$ cat config.mk
export PLATFORM = sky130hd
export DESIGN_NAME = johnson_decade
export DESIGN_NICKNAME = d
export VERILOG_FILES = /design/src/rtl/jdc_pkg.sv /design/src/rtl/jdc_qualify.sv /design/src/rtl/jdc_ring.sv /design/src/rtl/jdc_decode.sv /design/src/rtl/johnson_decade.sv
export SDC_FILE = /design/constraint.sdc
export NUM_CORES = 1
export LEC_CHECK = 0
export ABC_AREA = 1
export ABC_CLOCK_PERIOD_IN_PS = 1270
export BUFFER_PORTS_ARGS = -buffer_cell sky130_fd_sc_hd__buf_2
export CORE_AREA = 5 5 42 44
export CTS_CLUSTER_SIZE = 28
export DETAILED_ROUTE_END_ITERATION = 8
export DIE_AREA = 0 0 47 49
export PLACE_DENSITY = 0.56
export SLEW_MARGIN = 10
export SYNTH_ARGS = -nofsm -noshare
export SYNTH_HDL_FRONTEND = slang
export SYNTH_SLANG_ARGS = --single-unit
$ cat constraint.sdc
create_clock -name clk -period 1.27 [get_ports clk]
set_input_delay 0.127 -clock clk [delete_from_list [all_inputs] [get_ports clk]]
set_output_delay 0.127 -clock clk [all_outputs]
set_load 0.02 [all_outputs]
$ cat src/rtl/jdc_pkg.sv
package jdc_pkg;
  localparam int STAGES  = 5;
  localparam int NCOUNTS = 2 * STAGES;

  typedef logic [STAGES-1:0] ring_t;

  // Twisted-ring step with the isolated-one eraser on stage 2.
  function automatic ring_t ring_step(ring_t r);
    ring_t n;
    n = {r[STAGES-2:0], ~r[STAGES-1]};
    if (r[1] && !r[0] && !r[2]) n[2] = 1'b0;
    return n;
  endfunction

  // A legal pattern has at most one boundary between adjacent stages.
  function automatic logic ring_ok(ring_t r);
    int t;
    t = 0;
    for (int i = 0; i < STAGES - 1; i++) t += (r[i] != r[i+1]) ? 1 : 0;
    return (t <= 1);
  endfunction
endpackage

$ cat src/rtl/jdc_qualify.sv
module jdc_qualify (
  input  logic clk,
  input  logic rst,
  input  logic count_clk,
  input  logic count_hold,
  output logic adv
);
  logic clk_prev, hold_prev;
  logic clk_rise, hold_fall, evt;

  assign clk_rise  = count_clk & ~clk_prev & ~count_hold;
  assign hold_fall = ~count_hold & hold_prev & count_clk;
  assign evt       = clk_rise | hold_fall;

  always_ff @(posedge clk) begin
    clk_prev  <= count_clk;
    hold_prev <= count_hold;
    if (rst) adv <= 1'b0;
    else     adv <= evt;
  end

  // inhibit held high never yields a count event
  p_hold_blocks_r3: assert property (@(posedge clk) disable iff (rst)
    count_hold |=> !adv);
  // a steady count clock with steady inhibit produces no event
  p_steady_quiet_r5: assert property (@(posedge clk) disable iff (rst)
    (count_clk == clk_prev && count_hold == hold_prev) |=> !adv);
endmodule

$ cat src/rtl/jdc_ring.sv
module jdc_ring
  import jdc_pkg::*;
(
  input  logic  clk,
  input  logic  rst,
  input  logic  adv,
  output ring_t ring
);
  ring_t ring_nx;
  assign ring_nx = ring_step(ring);

  always_ff @(posedge clk) begin
    if (rst)      ring <= '0;
    else if (adv) ring <= ring_nx;
  end

  // reset lands on the zero pattern
  p_reset_zero_r1: assert property (@(posedge clk) rst |=> ring == '0);
  // no event, no movement
  p_frozen_r5: assert property (@(posedge clk) disable iff (rst)
    !adv |=> $stable(ring));
  // a legal pattern steps to a legal, different pattern
  p_legal_step_r9: assert property (@(posedge clk) disable iff (rst)
    (adv && ring_ok(ring)) |=> (ring_ok(ring) && ring != $past(ring)));
endmodule

$ cat src/rtl/jdc_decode.sv
module jdc_decode
  import jdc_pkg::*;
(
  input  logic               clk,
  input  logic               rst,
  input  ring_t              ring,
  output logic [NCOUNTS-1:0] dec,
  output logic               carry
);
  // Each output looks at two adjacent-stage bits only.
  assign dec[0]      = ~ring[STAGES-1] & ~ring[0];
  assign dec[STAGES] =  ring[STAGES-1] &  ring[0];
  for (genvar k = 1; k < STAGES; k++) begin : g_slot
    assign dec[k]          =  ring[k-1] & ~ring[k];
    assign dec[STAGES + k] = ~ring[k-1] &  ring[k];
  end
  assign carry = ~ring[STAGES-1];

  // legal ring gives exactly one active output
  p_onehot_r6: assert property (@(posedge clk) disable iff (rst)
    ring_ok(ring) |-> $onehot(dec));
  // carry agrees with the lower half of the decode
  p_carry_half_r7: assert property (@(posedge clk) disable iff (rst)
    $onehot(dec) |-> (carry == |dec[STAGES-1:0]));
endmodule

$ cat src/rtl/johnson_decade.sv
module johnson_decade (
  input  logic       clk,
  input  logic       rst,
  input  logic       count_clk,
  input  logic       count_hold,
  output logic [9:0] dec_out,
  output logic       carry_out
);
  import jdc_pkg::*;

  logic  adv;
  ring_t ring;

  jdc_qualify u_qualify (
    .clk(clk), .rst(rst), .count_clk(count_clk),
    .count_hold(count_hold), .adv(adv)
  );

  jdc_ring u_ring (.clk(clk), .rst(rst), .adv(adv), .ring(ring));

  jdc_decode u_decode (
    .clk(clk), .rst(rst), .ring(ring), .dec(dec_out), .carry(carry_out)
  );

  // a reset cycle is never followed by an advance
  p_reset_wins_r8: assert property (@(posedge clk) rst |=> !adv);
endmodule

== Word level (Yosys, flattened, before mapping) ==
Index checks and enable logic that the tools add are counted.

* $add $sub $neg: 0
* Multiply operators: 0
* Divide/modulo/power cells: 0
* Order comparisons: 0
* Equal/unequal tests: 0
* Shift operators: 0
* Muxes and demuxes: 1
* Bitwise gates (word level): 22
* Reductions and logical operators: 4

{| class="wikitable"
|+ Operators with widths
! operator !! count
|-
| $and 1x1->1 || 14
|-
| $not 1->1 || 7
|-
| $logic_and 1x1->1 || 2
|-
| $logic_not 1->1 || 2
|-
| $mux 1 || 1
|-
| $or 1x1->1 || 1
|}

* Register bits after elaboration: 8
* Latch bits: 0
* RAM bits: 0
* Memory bits (read-only): 0
* Output and inout port bits: 11
* Memories kept: 0

== Logic depth before layout (Yosys ltp) ==
Gate-level depths: netlist of the first run.

* Depth in word-level cells: 4
* Depth in mapped cells: 4

== Cells and area by module ==
A second synthesis of the first run with hierarchy kept.

* Cell total of the unflattened synthesis: 53
* Area total of the unflattened synthesis: 349.1 um^2

{| class="wikitable"
|+ Modules (own cells, without submodules)
! module !! times used !! cells each !! area an instance (um^2)
|-
| jdc_ring || 1 || 28 || 202.7
|-
| jdc_qualify || 1 || 9 || 83.8
|-
| jdc_decode || 1 || 16 || 62.6
|}

== Worst setup path before layout of the first run ==
No wires, ideal clock.

* Kind: reg-to-output
* Start: reg u_ring.ring[4]
* End: out dec_out[9]
* Arrival: 0.811 ns
* Data required time: 1.143 ns
* Setup slack: 0.332 ns
* Cell stages (with the launch flop): 3
* Buffers on the path: 0
* Cells stage by stage: dfxtp_1 inv_1 nor2_1

* Cells in the longest elaborated chain, start to end: 1

{| class="wikitable"
|+ RTL lines
! item !! line !! text
|-
| start, declared || jdc_ring.sv:7 || <nowiki>output ring_t ring</nowiki>
|-
| start signal, assigned || jdc_ring.sv:14 || <nowiki>else if (adv) ring <= ring_nx;</nowiki>
|-
| $and 1x1->1 || jdc_decode.sv:15 || <nowiki>assign dec[STAGES + k] = ~ring[k-1] & ring[k];</nowiki>
|-
| end, declared || johnson_decade.sv:6 || <nowiki>output logic [9:0] dec_out,</nowiki>
|}

No other way between the ends.

== Final worst setup path of the first run ==
* Start: reg u_ring.ring[0]
* End: out dec_out[1]

* Cells in the longest elaborated chain, start to end: 1

{| class="wikitable"
|+ RTL lines
! item !! line !! text
|-
| $and 1x1->1 || jdc_decode.sv:14 || <nowiki>assign dec[k] = ring[k-1] & ~ring[k];</nowiki>
|}

No other way between the ends.

==> flow_summary.toml, run 1 <==
[critical_path]
worstPathCellList = "inv_1 -> nor2_1 -> buf_2"
slowest_stage = "dfxtp_1"
cp_data_required_time_ns = 1.14
startpoint = "u_ring.ring[0]"
end_kind = "output port"
r2r_cells = 3
cp.depth = 3
crit_buf_inv = 2
path_class = "reg2out"
worstReg2RegStart = "u_qualify.adv"
cpPeakStageDelay_ns = 0.43
reg2reg_slack_ns = 0.48
r2r_end = "u_ring.ring[3]"
worst_setup_path_start_kind = "flop"
critPathMaxFanout = 7
crit_family = "flip-flops"
cp.arrival_ns = 0.99

[min_path]
holdCritPathClass = "in2reg"
min_path_cells = 2
hp-start = "rst"
min_to = "u_ring.ring[1]"

[power]
p_leak_nw = 0.251
switching_share_pct = 24.3
p_int_mw = 0.391
clkPwrFrac_pct = 37.1
pwr-share-comb_pct = 10.6
ir_worst_vdd_mv = 0.634
p_switching_mw = 0.125
power_frac_seq_pct = 52.4
powerDensity_mw_per_mm2 = 1150

[sta]
rsz0062_at_grt = "no"
finalSetupViolCount = 0
fin_skew_ns = 0.00153
max-slew-margin-rel_pct = 85.2
whs_ns = 0.0422
max_freq_ghz = 0.899
fin_crit_sh_pct = 87.6
fin_crit_ns = 1.11
tightest_slew_ns = 0.222
finalHoldViolCount = 0
slew_viol_final = 0
tns_ns = 0

[routing]
wire_per_inst_um = 8.40
ant_nets = 0
viasPerCell = 4.06
dr.pass1.iters = 3
drt-initial-drc-count = 6
drc = 0
vias = 333
routed_wl_um = 689

[clock_tree]
clkLatencyLatePin_ns = 0.25
cts_hold_buf = 2
cts.path.max_buffers = 2
cts_tree = "done"
root_buffer = "clkbuf_4"
htree_levels = 1
post_cts_buffers = 0
cts.sinks = 8
cts_resized = 0
cts_buffers = 3
clk_pin_slew_worst_paths_ns = 0.05

[layout]
diodes = 0
drive_gt1_share_pct = 25.8
utilization_pct = 32.0
fillers = 153
final_nets = 72
syn2layout_area_growth_pct = 42.1

[yosys]
synth.most_common_cell = "nor2_1"
ys.flop_type = "dfxtp_1"
syn_area_per_cell_um2 = 6.71
synth_commonest_cells = "18 x nor2_1, 9 x inv_1, 8 x dfxtp_1, 7 x nand2_1"
synth_edf_count = 0
synth_cells = 47
synthesis.nets = 51
synth_area_leaders = "dfxtp_1 51%, nor2_1 21%, inv_1 11%"
yosysTopAreaCellShare_pct = 50.8
netlist_area_um2 = 315
synth_cell_types = 7
synth_seq_cells = 8
yosys_warnings = 0
seq_area_frac_synth_pct = 50.8
async_reset_ff_share_pct = 0
yosysTopAreaCell = "dfxtp_1"

[floorplan]
start_util_pct = 22.5
die_y_um = 49
dieArea_mm2 = 0.00230
ioPinCount = 15
core_area_mm2 = 0.00140
rows = 14
die_w_um = 47

[status]
status = "finished clean"

[placed_design]
port_buffers = 14
place_congestion = 0.673
dp_hpwl_um = 515

[global_routing]
gr-usage-all-layers_pct = 6.72
grt_max_degree = 9
antenna_found_initial = 0
grt_remaining_overflow = 0
grt_pass1_vias = 266
grt_pass1_wl_um = 1090

[run]
cap_viol_max_count = 0
==> registers in the layout, summed over array words and instances, names as in the netlist <==
name,cells
u_ring.ring,5
u_qualify.adv,1
u_qualify.clk_prev,1
u_qualify.hold_prev,1
==> power by group through the flow <==
| stage | Combinational (mW) | Sequential, mW | Clock [mW] |
|---|---|---|---|
| after floorplan | 0.0325 | 0.273 | 0 |
| after global placement | 0.0503 | 0.275 | 0 |
| after detailed placement | 0.0501 | 0.276 | 0 |
| after CTS | 0.0550 | 0.270 | 0.202 |
| after global routing | 0.0618 | 0.272 | 0.215 |
| final | 0.0546 | 0.270 | 0.191 |
==> placed cells by master, fill, tap and decap left out <==
cell / netlist / layout
nand3b_1: 1 / 1
a21oi_1: 2 / 2
nor2_1: 18 / 18
dfxtp_1: 8 / 8
nand2_1: 7 / 7
buf_2: 0 / 14
clkbuf_4: 0 / 3
o21ai_0: 2 / 2
inv_1: 9 / 9
dlygate4sd3_1: 0 / 2
==> kinds of logic after synthesis <==
kind of cell / Yosys count / share of synthesized area, %
AND/OR/NAND/NOR: 26 / 32.1
buffers and inverters: 9 / 10.7
flip-flops: 8 / 50.8
AO/OA/AOI/OAI: 4 / 6.35
==> stage by stage <==
stage | setup WS (ns) | std cells | power, mW | cell area, µm²
after floorplan | 0.332 | 47 | 0.306 | 315
after global placement | 0.429 | 77 | 0.326 | 405
after detailed placement | 0.420 | 77 | 0.326 | 405
after CTS | 0.141 | 82 | 0.527 | 448
after global routing | 0.0707 | 82 | 0.549 | 448
final | 0.158 | 82 | 0.516 | 448
==> area by class of cell <==
cell class                 instances  area [µm²]  area share (%)
clock buffer                       3        22.5            5.03
timing repair buffer              16        90.1            20.1
inverter                           9        33.8            7.54
sequential                         8         160            35.8
multi-input combinational         30         121            27.1
tap                               16        20.0            4.47
==> metal layers <==
layer	part of all wire, %	up-vias	track usage (%)
met5	0	-	0
met4	0.73	0	2.76
met3	17	2	5.54
met2	38	18	7.92
met1	45	138	8.71
li1	-	175	-
==> worst max-delay path by stage <==
stage / end
after floorplan: dec_out[9]
after global placement: dec_out[1]
after detailed placement: dec_out[1]
after CTS: dec_out[1]
after global routing: dec_out[1]
final: dec_out[1]
(Power assumes the default switching activity.)
==> run 2: changes to the inputs <==
--- a/config.mk
+++ b/config.mk
@@ -13,6 +13,7 @@
 export DETAILED_ROUTE_END_ITERATION = 8
 export DIE_AREA = 0 0 47 49
 export PLACE_DENSITY = 0.56
+export RECOVER_POWER = 100
 export SLEW_MARGIN = 10
 export SYNTH_ARGS = -nofsm -noshare
 export SYNTH_HDL_FRONTEND = slang
==> flow_summary.toml, run 2 (synthesis gave the netlist of run 1 again) <==
[status]
status = "finished clean"

[placed_design]
place_ws_ns = 0.420
placed_cells = 77
dp_hpwl_um = 515
placed_cell_area_um2 = 405
port_buffers = 14
place_congestion = 0.673

[clock_tree]
cts_resized = 0
cts_hold_buf = 2
post_cts_buffers = 0
clkLatencyLatePin_ns = 0.25
clk_pin_slew_worst_paths_ns = 0.05
cts_tree = "done"
cts_buffers = 3
root_buffer = "clkbuf_4"
cts.path.max_buffers = 2
htree_levels = 1
cts.sinks = 8

[global_routing]
antenna_found_initial = 0
gr-usage-all-layers_pct = 6.72
grt_pass1_vias = 266
grt_remaining_overflow = 0
grt_pass1_wl_um = 1090
grt_max_degree = 9

[sta]
max-slew-margin-rel_pct = 83.0
setup_ws_ns = 0.0987
finalHoldViolCount = 0
fin_skew_ns = 0.00153
slew_viol_final = 0
tightest_slew_ns = 0.256
whs_ns = 0.0422
finalSetupViolCount = 0
fin_crit_ns = 1.17
tns_ns = 0
rsz0062_at_grt = "no"
max_freq_ghz = 0.854
fin_crit_sh_pct = 92.2

[layout]
fin_area_um2 = 442
final_cells = 82
final_nets = 72
utilization_pct = 31.5
regMostFlops = "u_ring.ring"
largest_reg_flops = 5
drive_gt1_share_pct = 18.2
layout_commonest_cell = "nor2_1"
mostFrequentLayoutCells = "18 x nor2_1, 9 x inv_1, 8 x dfxtp_1"
fillers = 158
syn2layout_area_growth_pct = 40.1
diodes = 0

[critical_path]
r2r_cells = 3
cp_data_required_time_ns = 1.14
end_kind = "output port"
critPathMaxFanout = 5
cp.arrival_ns = 1.04
worst_setup_path_start_kind = "flop"
path_class = "reg2out"
reg2reg_slack_ns = 0.48
r2r_end = "u_ring.ring[3]"
worstReg2RegStart = "u_qualify.adv"

[floorplan]
rows = 14
die_w_um = 47
start_util_pct = 22.5
ioPinCount = 15
die_y_um = 49
core_area_mm2 = 0.00140
dieArea_mm2 = 0.00230

[routing]
wire_per_inst_um = 8.52
drc = 0
vias = 334
viasPerCell = 4.07
routed_wl_um = 699
dr.pass1.iters = 3
drt-initial-drc-count = 6
ant_nets = 0

[power]
power_mw = 0.515
ir_worst_vdd_mv = 0.634
p_leak_nw = 0.230
powerDensity_mw_per_mm2 = 1170

[min_path]
holdCritPathClass = "in2reg"
hp-start = "rst"
min_to = "u_ring.ring[1]"
min_path_cells = 2

[run]
cap_viol_max_count = 0
==> run 2: changes by cell type in the layout (fill, tap and decap cells not counted) <==
| cell | change |
|---|---|
| buf_2 | -12 |
| clkbuf_1 | +5 |
| clkbuf_2 | +7 |
==> run 2: final cells by class <==
cell class / instances / area (µm²) / area share, %
Clock buffer: 3 / 22.5 / 5.10
Multi-Input combinational cell: 30 / 121 / 27.5
Timing Repair Buffer: 16 / 83.8 / 19.0
Inverter: 9 / 33.8 / 7.65
Tap cell: 16 / 20.0 / 4.53
Sequential cell: 8 / 160 / 36.3
==> run 2: worst max-delay path, cell delays in order, from the launching register on <==
cell,delay (ns)
dfxtp_1,0.41
inv_1,0.07
nor2_1,0.08
clkbuf_1,0.23
==> run 2: per-layer routing <==
metal | global-route usage, % | up-vias | wire length, µm
met4 | 2.76 | 0 | 5
met1 | 8.71 | 139 | 322
met2 | 7.92 | 18 | 260
li1 | - | 175 | -
met5 | 0 | - | 0
met3 | 5.54 | 2 | 110
==> run 2: power breakdown <==
group          switching, mW  internal, mW  total (mW)
sequential           0.00972         0.261       0.270
combinational         0.0326        0.0204      0.0530
clock                 0.0834         0.108       0.191
==> run 2: worst max-delay path by stage <==
stage / slack [ns] / start / cells after the start / to
floorplan: 0.33 / u_ring.ring[4] / 2 / dec_out[9]
global placement: 0.43 / u_ring.ring[0] / 3 / dec_out[1]
detailed placement: 0.42 / u_ring.ring[0] / 3 / dec_out[1]
CTS: 0.14 / u_ring.ring[0] / 3 / dec_out[1]
global route: 0.04 / u_ring.ring[2] / 3 / dec_out[7]
finish: 0.1 / u_ring.ring[2] / 3 / dec_out[7]
==> run 3: changes to the inputs <==
--- a/config.mk
+++ b/config.mk
@@ -8,10 +8,10 @@
 export ABC_AREA = 1
 export ABC_CLOCK_PERIOD_IN_PS = 1270
 export BUFFER_PORTS_ARGS = -buffer_cell sky130_fd_sc_hd__buf_2
-export CORE_AREA = 5 5 42 44
+export CORE_AREA = 2 2 39 41
 export CTS_CLUSTER_SIZE = 28
 export DETAILED_ROUTE_END_ITERATION = 8
-export DIE_AREA = 0 0 47 49
+export DIE_AREA = 0 0 41 43
 export PLACE_DENSITY = 0.56
 export RECOVER_POWER = 100
 export SLEW_MARGIN = 10
==> flow_summary.toml, run 3 (synthesis gave the netlist of run 1 again) <==
[status]
status = "finished clean"

[sta]
fin_skew_ns = 0.0000663
whs_ns = 0.0440
fin_crit_sh_pct = 92.1
max_freq_ghz = 0.855
fin_crit_ns = 1.17
finalHoldViolCount = 0
max-slew-margin-rel_pct = 82.6
tns_ns = 0
tightest_slew_ns = 0.263
slew_viol_final = 0
finalSetupViolCount = 0
rsz0062_at_grt = "no"

[clock_tree]
cts.sinks = 8
clkLatencyLatePin_ns = 0.25
clk_pin_slew_worst_paths_ns = 0.05
cts_tree = "done"
htree_levels = 1
cts.path.max_buffers = 2
cts_resized = 0
cts_buffers = 3
root_buffer = "clkbuf_4"

[floorplan]
die_w_um = 41
ioPinCount = 15
die_y_um = 43
dieArea_mm2 = 0.00176
start_util_pct = 22.8
core_area_mm2 = 0.00138
rows = 14

[critical_path]
cpPeakStageDelay_ns = 0.40
cp.arrival_ns = 1.04
cp_data_required_time_ns = 1.14
worst_setup_path_start_kind = "flop"
crit_family = "flip-flops"
path_class = "reg2out"
critPathMaxFanout = 5
crit_buf_inv = 2
end_kind = "output port"
slowest_stage = "dfxtp_1"
startpoint = "u_ring.ring[3]"
worstPathCellList = "inv_1 -> nor2_1 -> clkbuf_1"
worstReg2RegStart = "u_qualify.adv"

[layout]
fillers = 164
regMostFlops = "u_ring.ring"
layout_commonest_cell = "nor2_1"
largest_reg_flops = 5
diodes = 0
syn2layout_area_growth_pct = 40.1
drive_gt1_share_pct = 18.2
mostFrequentLayoutCells = "18 x nor2_1, 9 x inv_1, 8 x dfxtp_1"
final_nets = 72

[min_path]
hp-start = "rst"
holdCritPathClass = "in2reg"

[routing]
drt-initial-drc-count = 0
wire_per_inst_um = 7.77
ant_nets = 0
vias = 326
viasPerCell = 3.98
routed_wl_um = 637
dr.pass1.iters = 1
drc = 0

[global_routing]
antenna_found_initial = 0
gr-usage-all-layers_pct = 8.85
grt_pass1_wl_um = 993
grt_pass1_vias = 266
grt_remaining_overflow = 0
grt_max_degree = 9

[power]
ir_worst_vdd_mv = 0.633
powerDensity_mw_per_mm2 = 1160
p_leak_nw = 0.230

[placed_design]
place_congestion = 0.634
dp_hpwl_um = 472
port_buffers = 14

[run]
cap_viol_max_count = 0
==> run 3: changes by cell type in the layout (fill, tap and decap cells not counted) <==
cell      change
buf_2         +1
clkbuf_2      -1
==> run 3: area by class of cell <==
| type | count | area [µm²] | area share, % |
|---|---|---|---|
| Inverter | 9 | 33.8 | 7.65 |
| Multi-Input combinational cell | 30 | 121 | 27.5 |
| Sequential cell | 8 | 160 | 36.3 |
| Clock buffer | 3 | 22.5 | 5.10 |
| Timing Repair Buffer | 16 | 83.8 | 19.0 |
| Tap cell | 16 | 20.0 | 4.53 |
==> run 3: timing repair <==
item,in CTS,in global routing
hold endpoints to repair,2,0
hold buffers,2,0
buffers inserted,0,0
==> run 3: metal layers <==
metal	track usage, %	vias to the layer above	part of all wire (%)
met5	0	-	0
met4	12.0	0	1.3
met3	1.57	2	10
met2	11.6	15	40
met1	9.71	133	48
li1	-	176	-
==> run 3: worst paths after layout <==
path	to	slack, ns	cells after the start
hold reg to reg	u_qualify.adv	0.46	2
setup reg to reg	u_ring.ring[3]	0.49	3
setup / recovery	dec_out[4]	0.1	3
hold / removal	u_ring.ring[1]	0.04	2
==> run 3: power by group <==
part | switching, mW | internal [mW] | total [mW]
Clock | 0.0817 | 0.108 | 0.190
Combinational | 0.0319 | 0.0204 | 0.0524
Sequential | 0.00956 | 0.261 | 0.270
==> run 3: per-stage QoR <==
stage,cell area (µm²),worst slack [ns],utilization [%],power (mW),cells
detailed placement,405,0.428,29.3,0.326,77
global route,442,0.0262,31.9,0.539,82
floorplan,315,0.332,-,0.306,47
finish,442,0.0999,31.9,0.512,82
global placement,405,0.433,29.3,0.326,77
CTS,448,0.151,32.4,0.525,82
